File: src/rtl/nand_front_pkg.sv
package nand_front_pkg;
  typedef enum logic [2:0] {
    M_STANDBY  = 3'd0,
    M_DISABLED = 3'd1,
    M_IDLE     = 3'd2,
    M_CMD      = 3'd3,
    M_ADDR     = 3'd4,
    M_DIN      = 3'd5,
    M_DOUT     = 3'd6,
    M_CONFLICT = 3'd7
  } bus_mode_e;
endpackage

File: src/rtl/nand_pin_sync.sv
module nand_pin_sync #(
  parameter int unsigned W      = 1,
  parameter int unsigned STAGES = 2,
  parameter logic [W-1:0] RST_VAL = '0
) (
  input  logic         clk_i,
  input  logic         rst_ni,
  input  logic [W-1:0] d_i,
  output logic [W-1:0] q_o
);
  logic [W-1:0] stage_q [STAGES];

  for (genvar g = 0; g < STAGES; g++) begin : g_stage
    logic [W-1:0] nxt;
    if (g == 0) begin : g_first
      assign nxt = d_i;
    end else begin : g_next
      assign nxt = stage_q[g-1];
    end
    always_ff @(posedge clk_i or negedge rst_ni) begin
      if (!rst_ni) stage_q[g] <= RST_VAL;
      else         stage_q[g] <= nxt;
    end
  end

  assign q_o = stage_q[STAGES-1];
endmodule

File: src/rtl/nand_standby_ctl.sv
module nand_standby_ctl #(
  parameter int unsigned NUM_LUNS = 2
) (
  input  logic                ce_n_s_i,
  input  logic [NUM_LUNS-1:0] busy_s_i,
  output logic                any_busy_o,
  output logic                standby_o
);
  // standby waits for the last busy unit, not for chip enable alone
  assign any_busy_o = |busy_s_i;
  assign standby_o  = ce_n_s_i & ~any_busy_o;
endmodule

File: src/rtl/nand_bus_classify.sv
module nand_bus_classify
  import nand_front_pkg::*;
#(
  parameter int unsigned DQ_W = 8
) (
  input  logic            clk_i,
  input  logic            rst_ni,
  input  logic            ce_n_s_i,
  input  logic            cle_s_i,
  input  logic            ale_s_i,
  input  logic            we_n_s_i,
  input  logic            re_n_s_i,
  input  logic [DQ_W-1:0] dq_s_i,
  input  logic            any_busy_i,
  output bus_mode_e       mode_o,
  output logic            dout_sel_o,
  output logic            cmd_o,
  output logic            addr_o,
  output logic            din_o,
  output logic            illegal_o,
  output logic            rd_next_o,
  output logic [DQ_W-1:0] byte_o
);
  logic we_prev_q, re_prev_q;
  logic we_rise, re_rise;
  logic cmd_q, addr_q, din_q, ill_q, rdn_q;
  logic [DQ_W-1:0] byte_q;

  assign we_rise    = we_n_s_i & ~we_prev_q & ~ce_n_s_i;
  assign re_rise    = re_n_s_i & ~re_prev_q & ~ce_n_s_i;
  assign dout_sel_o = ~ce_n_s_i & ~re_n_s_i & ~cle_s_i & ~ale_s_i;

  always_comb begin
    if (ce_n_s_i)        mode_o = any_busy_i ? M_DISABLED : M_STANDBY;
    else if (dout_sel_o) mode_o = M_DOUT;
    else if (!we_n_s_i) begin
      unique case ({cle_s_i, ale_s_i})
        2'b10:   mode_o = M_CMD;
        2'b01:   mode_o = M_ADDR;
        2'b00:   mode_o = M_DIN;
        default: mode_o = M_CONFLICT;
      endcase
    end else             mode_o = M_IDLE;
  end

  always_ff @(posedge clk_i or negedge rst_ni) begin
    if (!rst_ni) begin
      we_prev_q <= 1'b1;
      re_prev_q <= 1'b1;
      cmd_q     <= 1'b0;
      addr_q    <= 1'b0;
      din_q     <= 1'b0;
      ill_q     <= 1'b0;
      rdn_q     <= 1'b0;
      byte_q    <= '0;
    end else begin
      we_prev_q <= we_n_s_i;
      re_prev_q <= re_n_s_i;
      cmd_q     <= we_rise &  cle_s_i & ~ale_s_i;
      addr_q    <= we_rise & ~cle_s_i &  ale_s_i;
      din_q     <= we_rise & ~cle_s_i & ~ale_s_i;
      ill_q     <= we_rise &  cle_s_i &  ale_s_i;
      rdn_q     <= re_rise & ~cle_s_i & ~ale_s_i;
      if (we_rise && !(cle_s_i && ale_s_i)) byte_q <= dq_s_i;
    end
  end

  assign cmd_o     = cmd_q;
  assign addr_o    = addr_q;
  assign din_o     = din_q;
  assign illegal_o = ill_q;
  assign rd_next_o = rdn_q;
  assign byte_o    = byte_q;
endmodule

File: src/rtl/nand_async_front.sv
module nand_async_front
  import nand_front_pkg::*;
#(
  parameter int unsigned NUM_LUNS    = 2,
  parameter int unsigned SYNC_STAGES = 2,
  parameter int unsigned DQ_W        = 8
) (
  input  logic                clk_i,
  input  logic                rst_ni,
  input  logic                ce_ni,
  input  logic                cle_i,
  input  logic                ale_i,
  input  logic                we_ni,
  input  logic                re_ni,
  input  logic                wp_ni,
  input  logic [DQ_W-1:0]     dq_i,
  output logic [DQ_W-1:0]     dq_o,
  output logic                dq_oe_o,
  output logic                dqs_oe_o,
  input  logic [NUM_LUNS-1:0] lun_busy_i,
  input  logic [DQ_W-1:0]     rd_data_i,
  output logic [2:0]          mode_o,
  output logic                cmd_valid_o,
  output logic                addr_valid_o,
  output logic                din_valid_o,
  output logic                rd_next_o,
  output logic                illegal_o,
  output logic [DQ_W-1:0]     byte_o,
  output logic                wp_active_o,
  output logic                standby_o
);
  localparam int unsigned CTRL_W = 6;
  localparam int unsigned PIN_W  = CTRL_W + NUM_LUNS + DQ_W;
  // order: ce, cle, ale, we, re, wp, busy, dq; strobes and enables reset inactive
  localparam logic [PIN_W-1:0] PIN_RST = {6'b100111, {(NUM_LUNS + DQ_W){1'b0}}};

  logic [PIN_W-1:0]    pins_raw, pins_s;
  logic                ce_n_s, cle_s, ale_s, we_n_s, re_n_s, wp_n_s;
  logic [NUM_LUNS-1:0] busy_s;
  logic [DQ_W-1:0]     dq_s;
  logic                any_busy, dout_sel;
  bus_mode_e           mode;

  assign pins_raw = {ce_ni, cle_i, ale_i, we_ni, re_ni, wp_ni, lun_busy_i, dq_i};

  nand_pin_sync #(.W(PIN_W), .STAGES(SYNC_STAGES), .RST_VAL(PIN_RST)) u_sync (
    .clk_i (clk_i),
    .rst_ni(rst_ni),
    .d_i   (pins_raw),
    .q_o   (pins_s)
  );

  assign {ce_n_s, cle_s, ale_s, we_n_s, re_n_s, wp_n_s, busy_s, dq_s} = pins_s;

  nand_standby_ctl #(.NUM_LUNS(NUM_LUNS)) u_stby (
    .ce_n_s_i  (ce_n_s),
    .busy_s_i  (busy_s),
    .any_busy_o(any_busy),
    .standby_o (standby_o)
  );

  nand_bus_classify #(.DQ_W(DQ_W)) u_cls (
    .clk_i     (clk_i),
    .rst_ni    (rst_ni),
    .ce_n_s_i  (ce_n_s),
    .cle_s_i   (cle_s),
    .ale_s_i   (ale_s),
    .we_n_s_i  (we_n_s),
    .re_n_s_i  (re_n_s),
    .dq_s_i    (dq_s),
    .any_busy_i(any_busy),
    .mode_o    (mode),
    .dout_sel_o(dout_sel),
    .cmd_o     (cmd_valid_o),
    .addr_o    (addr_valid_o),
    .din_o     (din_valid_o),
    .illegal_o (illegal_o),
    .rd_next_o (rd_next_o),
    .byte_o    (byte_o)
  );

  // raw pins gate the enable so the bus is released without sync delay
  assign dq_oe_o     = dout_sel & ~re_ni & ~ce_ni;
  assign dq_o        = rd_data_i;
  assign dqs_oe_o    = 1'b0;
  assign wp_active_o = ~wp_n_s;
  assign mode_o      = mode;
endmodule

File: config.mk
export PLATFORM = sky130hd
export DESIGN_NAME = nand_async_front
export DESIGN_NICKNAME = d
export VERILOG_FILES = /design/src/rtl/nand_front_pkg.sv /design/src/rtl/nand_pin_sync.sv /design/src/rtl/nand_standby_ctl.sv /design/src/rtl/nand_bus_classify.sv /design/src/rtl/nand_async_front.sv
export SDC_FILE = /design/constraint.sdc
export NUM_CORES = 1
export LEC_CHECK = 0
export BUFFER_PORTS_ARGS = -buffer_cell sky130_fd_sc_hd__buf_4
export CAP_MARGIN = 15
export CORE_ASPECT_RATIO = 0.9
export CORE_UTILIZATION = 51
export DETAILED_ROUTE_END_ITERATION = 10
export PLACE_DENSITY = 0.81
export SYNTH_ARGS = -nofsm -noshare
export SYNTH_HDL_FRONTEND = slang
export SYNTH_SLANG_ARGS = --single-unit
File: constraint.sdc
create_clock -name clk_i -period 2.62 [get_ports clk_i]
set_input_delay 0.393 -clock clk_i [delete_from_list [all_inputs] [get_ports clk_i]]
set_output_delay 0.393 -clock clk_i [all_outputs]
set_load 0.02 [all_outputs]
* After elaboration in Yosys (flattened, before gate mapping) *
Cells that the tools add are included.

cells by class
  add/sub/neg operators = 0
  multipliers = 0
  divide/modulo/power cells = 0
  order comparisons = 0
  equal/unequal tests = 2
  shifts and indexed selects = 0
  multiplexer cells = 5
  bitwise logic cells = 28
  reduce and logical (&&, ||, !) cells = 5

operator list
  cell                number
  $and 1x1->1         18
  $not 1->1           10
  $mux 3              3
  $pmux 3 s3          1
  $eq 2x1->1 const B  1
  $eq 2x2->1 const B  1
  $logic_and 1x1->1   2
  $logic_not 2->1     1
  $reduce_or 2->1     1
  $logic_not 1->1     1
  $mux 1              1

word-level totals
  flip-flop bits (word level) = 47
  bits in latches = 0
  bits in writable memories = 0
  memory bits (read-only) = 0
  input bits = 26
  output and inout bits = 28
  logic and storage cells = 50
  memories kept = 0

* Longest topological paths before layout *
  word-level depth = 6
  depth in mapped cells = 4
  depth with buffers taken out = 3

* By module *
From an unflattened synthesis, not the netlist that was laid out.

second synthesis, totals
  cells, all modules = 89
  area, all modules = 1,505.2 µm²

by module, submodules not included
  module             times used  cells each  area an instance (µm²)  sequential area each (µm²)
  nand_pin_sync      1           32          810.8                   810.8
  nand_bus_classify  1           43          593.1                   377.9
  nand_async_front   1           12          87.6                    0.0
  nand_standby_ctl   1           2           13.8                    0.0

* Least setup slack after synthesis *
Ideal clock, no wire load.

  path type = register -> output
  from = register u_sync.stage_q, in the netlist u_sync.q_o[15]
  to = output port mode_o[0]
  data arrival time = 1,369 ps
  required time = 2,227 ps
  slack = 858 ps
  cell stages (with the launch flop) = 4
  buffers on the path = 0
  path through = dfstp_2 > inv_1 > nor3_1 > a21oi_1

on the way
  cells in the longest elaborated chain, start to end = 6

RTL lines
  what                             RTL line                 source
  start, declared                  nand_pin_sync.sv:11      logic [W-1:0] stage_q [STAGES];
  start signal, assigned by index  nand_pin_sync.sv:22      else stage_q[g] <= nxt;
  $not 1->1                        nand_bus_classify.sv:31  assign dout_sel_o = ~ce_n_s_i & ~re_n_s_i & ~cle_s_i & ~ale_s_i;
  $and 1x1->1 (3 in a row)         nand_bus_classify.sv:31
  $mux 3                           nand_bus_classify.sv:35  else if (dout_sel_o) mode_o = M_DOUT;
  $mux 3 (*)                       nand_bus_classify.sv:34  if (ce_n_s_i) mode_o = any_busy_i ? M_DISABLED : M_STANDBY;
  end, declared                    nand_async_front.sv:22   output logic [2:0] mode_o,

Every way passes the cells marked *; elsewhere a longest branch is shown, timed or not.

* Worst setup path in the final report *
  from = register u_sync.stage_q, in the netlist u_sync.q_o[13]
  to = output port dq_oe_o

on the way
  cells in the longest elaborated chain, start to end = 4

RTL lines
  what                      RTL line                 source
  $not 1->1                 nand_bus_classify.sv:31
  $and 1x1->1               nand_bus_classify.sv:31
  $and 1x1->1 (2 in a row)  nand_async_front.sv:83   assign dq_oe_o = dout_sel & ~re_ni & ~ce_ni;
  end, declared             nand_async_front.sv:18   output logic dq_oe_o,

No other way between the ends.

==> run summary <==
CP delay by family, top - simple AND/OR/NAND/NOR gates
CTS resizes - 0
Finished Cell Area - 1820 um2
worst r2r dst - u_cls.byte_o[5]
clk root buf - clkbuf_4
area of the multi-input gates - 228 um2
worst stage delay on the critical path - 0.44 ns
initial antenna violation count - 0
Routed WL per cell - 12.6 um
Post-Synth XOR/XNOR Area - 0%
largest net degree at the start of global routing - 48
Post-synth top cells - dfrtp_1 (37), dfstp_2 (10), buf_4 (9)
crit-path cells - or2_1 > or3_1 > nor3_2 > buf_4
Least-Margin Pin Slew - 0.550 ns
RSZ-0062 raised after global routing - false
core area - 2770 um2
Die ar. - 3160 um2
clk_lat worst skew - 0.34 ns
Worst Hold Class - input port to async pin
sw frac - 22.9%
largest family of logic cells by synthesized area - simple AND/OR/NAND/NOR gates
Cell Int Power - 1070 uW
IO Count - 54
sequential cell area fraction in the yosys report - 79.2%
total wire length - 2050 um
hold buffers post-CTS - 0
CP arrival - 1.63 ns
leakage power - 0.000866 uW
Worst Setup Path Type - flip-flop to output port
Flop pwr share - 58.6%
num rows - 18
pwr dens - 761 nW/um2
first-pass GRT wire length - 2990 um
mux share of post-synthesis cell area - 6.01%
syn_nets - 115
depth of the most critical reg-to-reg path - 3
H-tree depth - 2
min Tclk post-route - 2.02 ns
starting density of the core - 54.2%
Slowest cell on crit path - dfrtp_1
clk_skew - 0.0132 ns
Synth Cell Area - 1500 um2
1st-pass router iterations - 1
register area - 1190 um2
worst endpoint required time - 2.23 ns
Ys Warns - 0
DRC viols - 0
Slew HR - 63.3%
most common cell in the netlist - dfrtp_1
Slew Viols, Final - 0
Remaining Overflow, GRT - 0
endpoints failing hold - 0
post-synthesis average cell area - 16.9 um2
CP startpoint kind - flip-flop
reg2reg setup slack - 1.33 ns
vias in the first global route - 673
clk sinks - 47
Critical path buffers and inverters - 1
drt initial violations - 0
PortBufs - 36
Area Overhead vs Synth - 21.5%
largest area contributor in the netlist - dfrtp_1
Final Non-Filler Cells - 163
share of post-route cells with drive strength above 1 - 52.8%
top post-synthesis cells by area - dfrtp_1 (62%), dfstp_2 (18%), mux2_2 (6.0%)
asr flop ratio synth - 100%
period utilization - 77.3%
Simple-Gate Fraction of Synth Area - 7.17%
FF-to-FF Start - u_sync.q_o[15]
Post-synth EDFFs - 0
Longest Clk Path Bufs - 2
combinational power share - 12.1%
flops & latches, synth - 47
Vias - 746
Clock power frac - 29.3%
Clk pin slew, worst setup/hold paths - 0.13 ns
Final Total Pwr - 1390 uW
Fmax - 0.494 GHz
Chip Height - 53.5 um
placed cells - 155
diodes inserted - 0
peak supply drop - 0.000442 V
post-synthesis instance total - 89
outcome - finished, final reports clean
Setup TNS - 0 ns
drt via density - 4.58
GP Congestion - 0.839
DP Area - 1750 um2
post-synth top area share - 61.7%
fillcell total - 196
total global-route track usage - 14.3%
post-synthesis adder-cell area fraction - 0%
final core utilization - 65.8%
number of distinct library cells after synthesis - 23
crit path max fanout - 6
Die W - 59.2 um
fin nets - 148
final setup fails - 0
Compound-Gate Fraction of Synth Area - 1.75%
Sw Pwr - 317 uW
DPL Wire Length - 1430 um
Num CTS Buffers - 5
Post-DRT Antenna Nets - 0
CP Capture Type - output port
post-CTS setup buffers - 0
Most used DFF post-synth - dfrtp_1
max cap viols - 0
CTS tree - built
## sequential cells by signal (all words and copies together), names as in the netlist
name / flops
u_sync.g_stage.nxt: 16
u_sync.q_o: 16
u_cls.byte_o: 8
u_cls.addr_o: 1
u_cls.cmd_o: 1
u_cls.din_o: 1
u_cls.illegal_o: 1
u_cls.rd_next_o: 1
u_cls.re_prev_q: 1
u_cls.we_prev_q: 1
## metal layers
layer | track usage, % | up-vias | wire, um
li1 | - | 343 | -
met1 | 16.6 | 368 | 879
met2 | 22.7 | 30 | 1020
met3 | 5.62 | 5 | 124
met4 | 8.33 | 0 | 28
met5 | 0 | - | 0
## worst register-to-register path, cell delays in order, from the launching register on
cell and delay (ns):
dfstp_2 0.61, nor2_2 0.08, nand3_4 0.14, mux2_2 0.35
## per-stage QoR
stage / hold WS [ns] / setup slack, ns
after global placement: 0.332 / 0.981
after detailed placement: 0.335 / 0.965
after floorplan: 0.0974 / 0.858
after global routing: 0.0574 / 0.504
after CTS: 0.0363 / 0.569
final: 0.0306 / 0.596
## worst max path at each step
stage | startpoint | end | slack (ns) | cells after the start
after floorplan | u_sync.q_o[15] | mode_o[0] | 0.86 | 3
after global placement | u_sync.q_o[13] | dq_oe_o | 0.98 | 4
after detailed placement | u_sync.q_o[13] | dq_oe_o | 0.96 | 4
after CTS | u_sync.q_o[13] | dq_oe_o | 0.57 | 4
after global routing | u_sync.q_o[13] | dq_oe_o | 0.50 | 4
final | u_sync.q_o[13] | dq_oe_o | 0.60 | 4
## cell families (layout without fill, tap and decap cells)
logic type             after synthesis  count (layout)
DFF                                 47              47
and+or+nand+nor                     16              16
buffers and inverters               13              47
muxes                                8               8
AOI/OAI and AO/OA                    4               4
other                                1               1
## placed cells by master, fill, tap and decap left out, types with 2 or more instances in the layout
master and count:
dfrtp_1 37, buf_4 36, dfstp_2 10, mux2_2 8, clkbuf_4 5, nor2_1 3, inv_1 3, a21oi_1 2
nor3_1 2, clkbuf_1 2
## cell type report
| cell class | instances | share of cell area (%) |
|---|---|---|
| Multi-Input combinational cell | 29 | 12.5 |
| Sequential cell | 47 | 65.2 |
| Tap cell | 40 | 2.75 |
| Clock buffer | 7 | 2.47 |
| Inverter | 3 | 0.618 |
| Clock inverter | 1 | 1.65 |
| Timing Repair Buffer | 36 | 14.8 |
## power by group through the flow
stage | clock network [uW] | registers [uW] | logic (uW)
floorplan | 0 | 855 | 64.4
global placement | 0 | 823 | 166
detailed placement | 0 | 828 | 171
CTS | 416 | 814 | 172
global route | 448 | 820 | 182
finish | 406 | 813 | 168
Power figures use the tool's default switching activity.
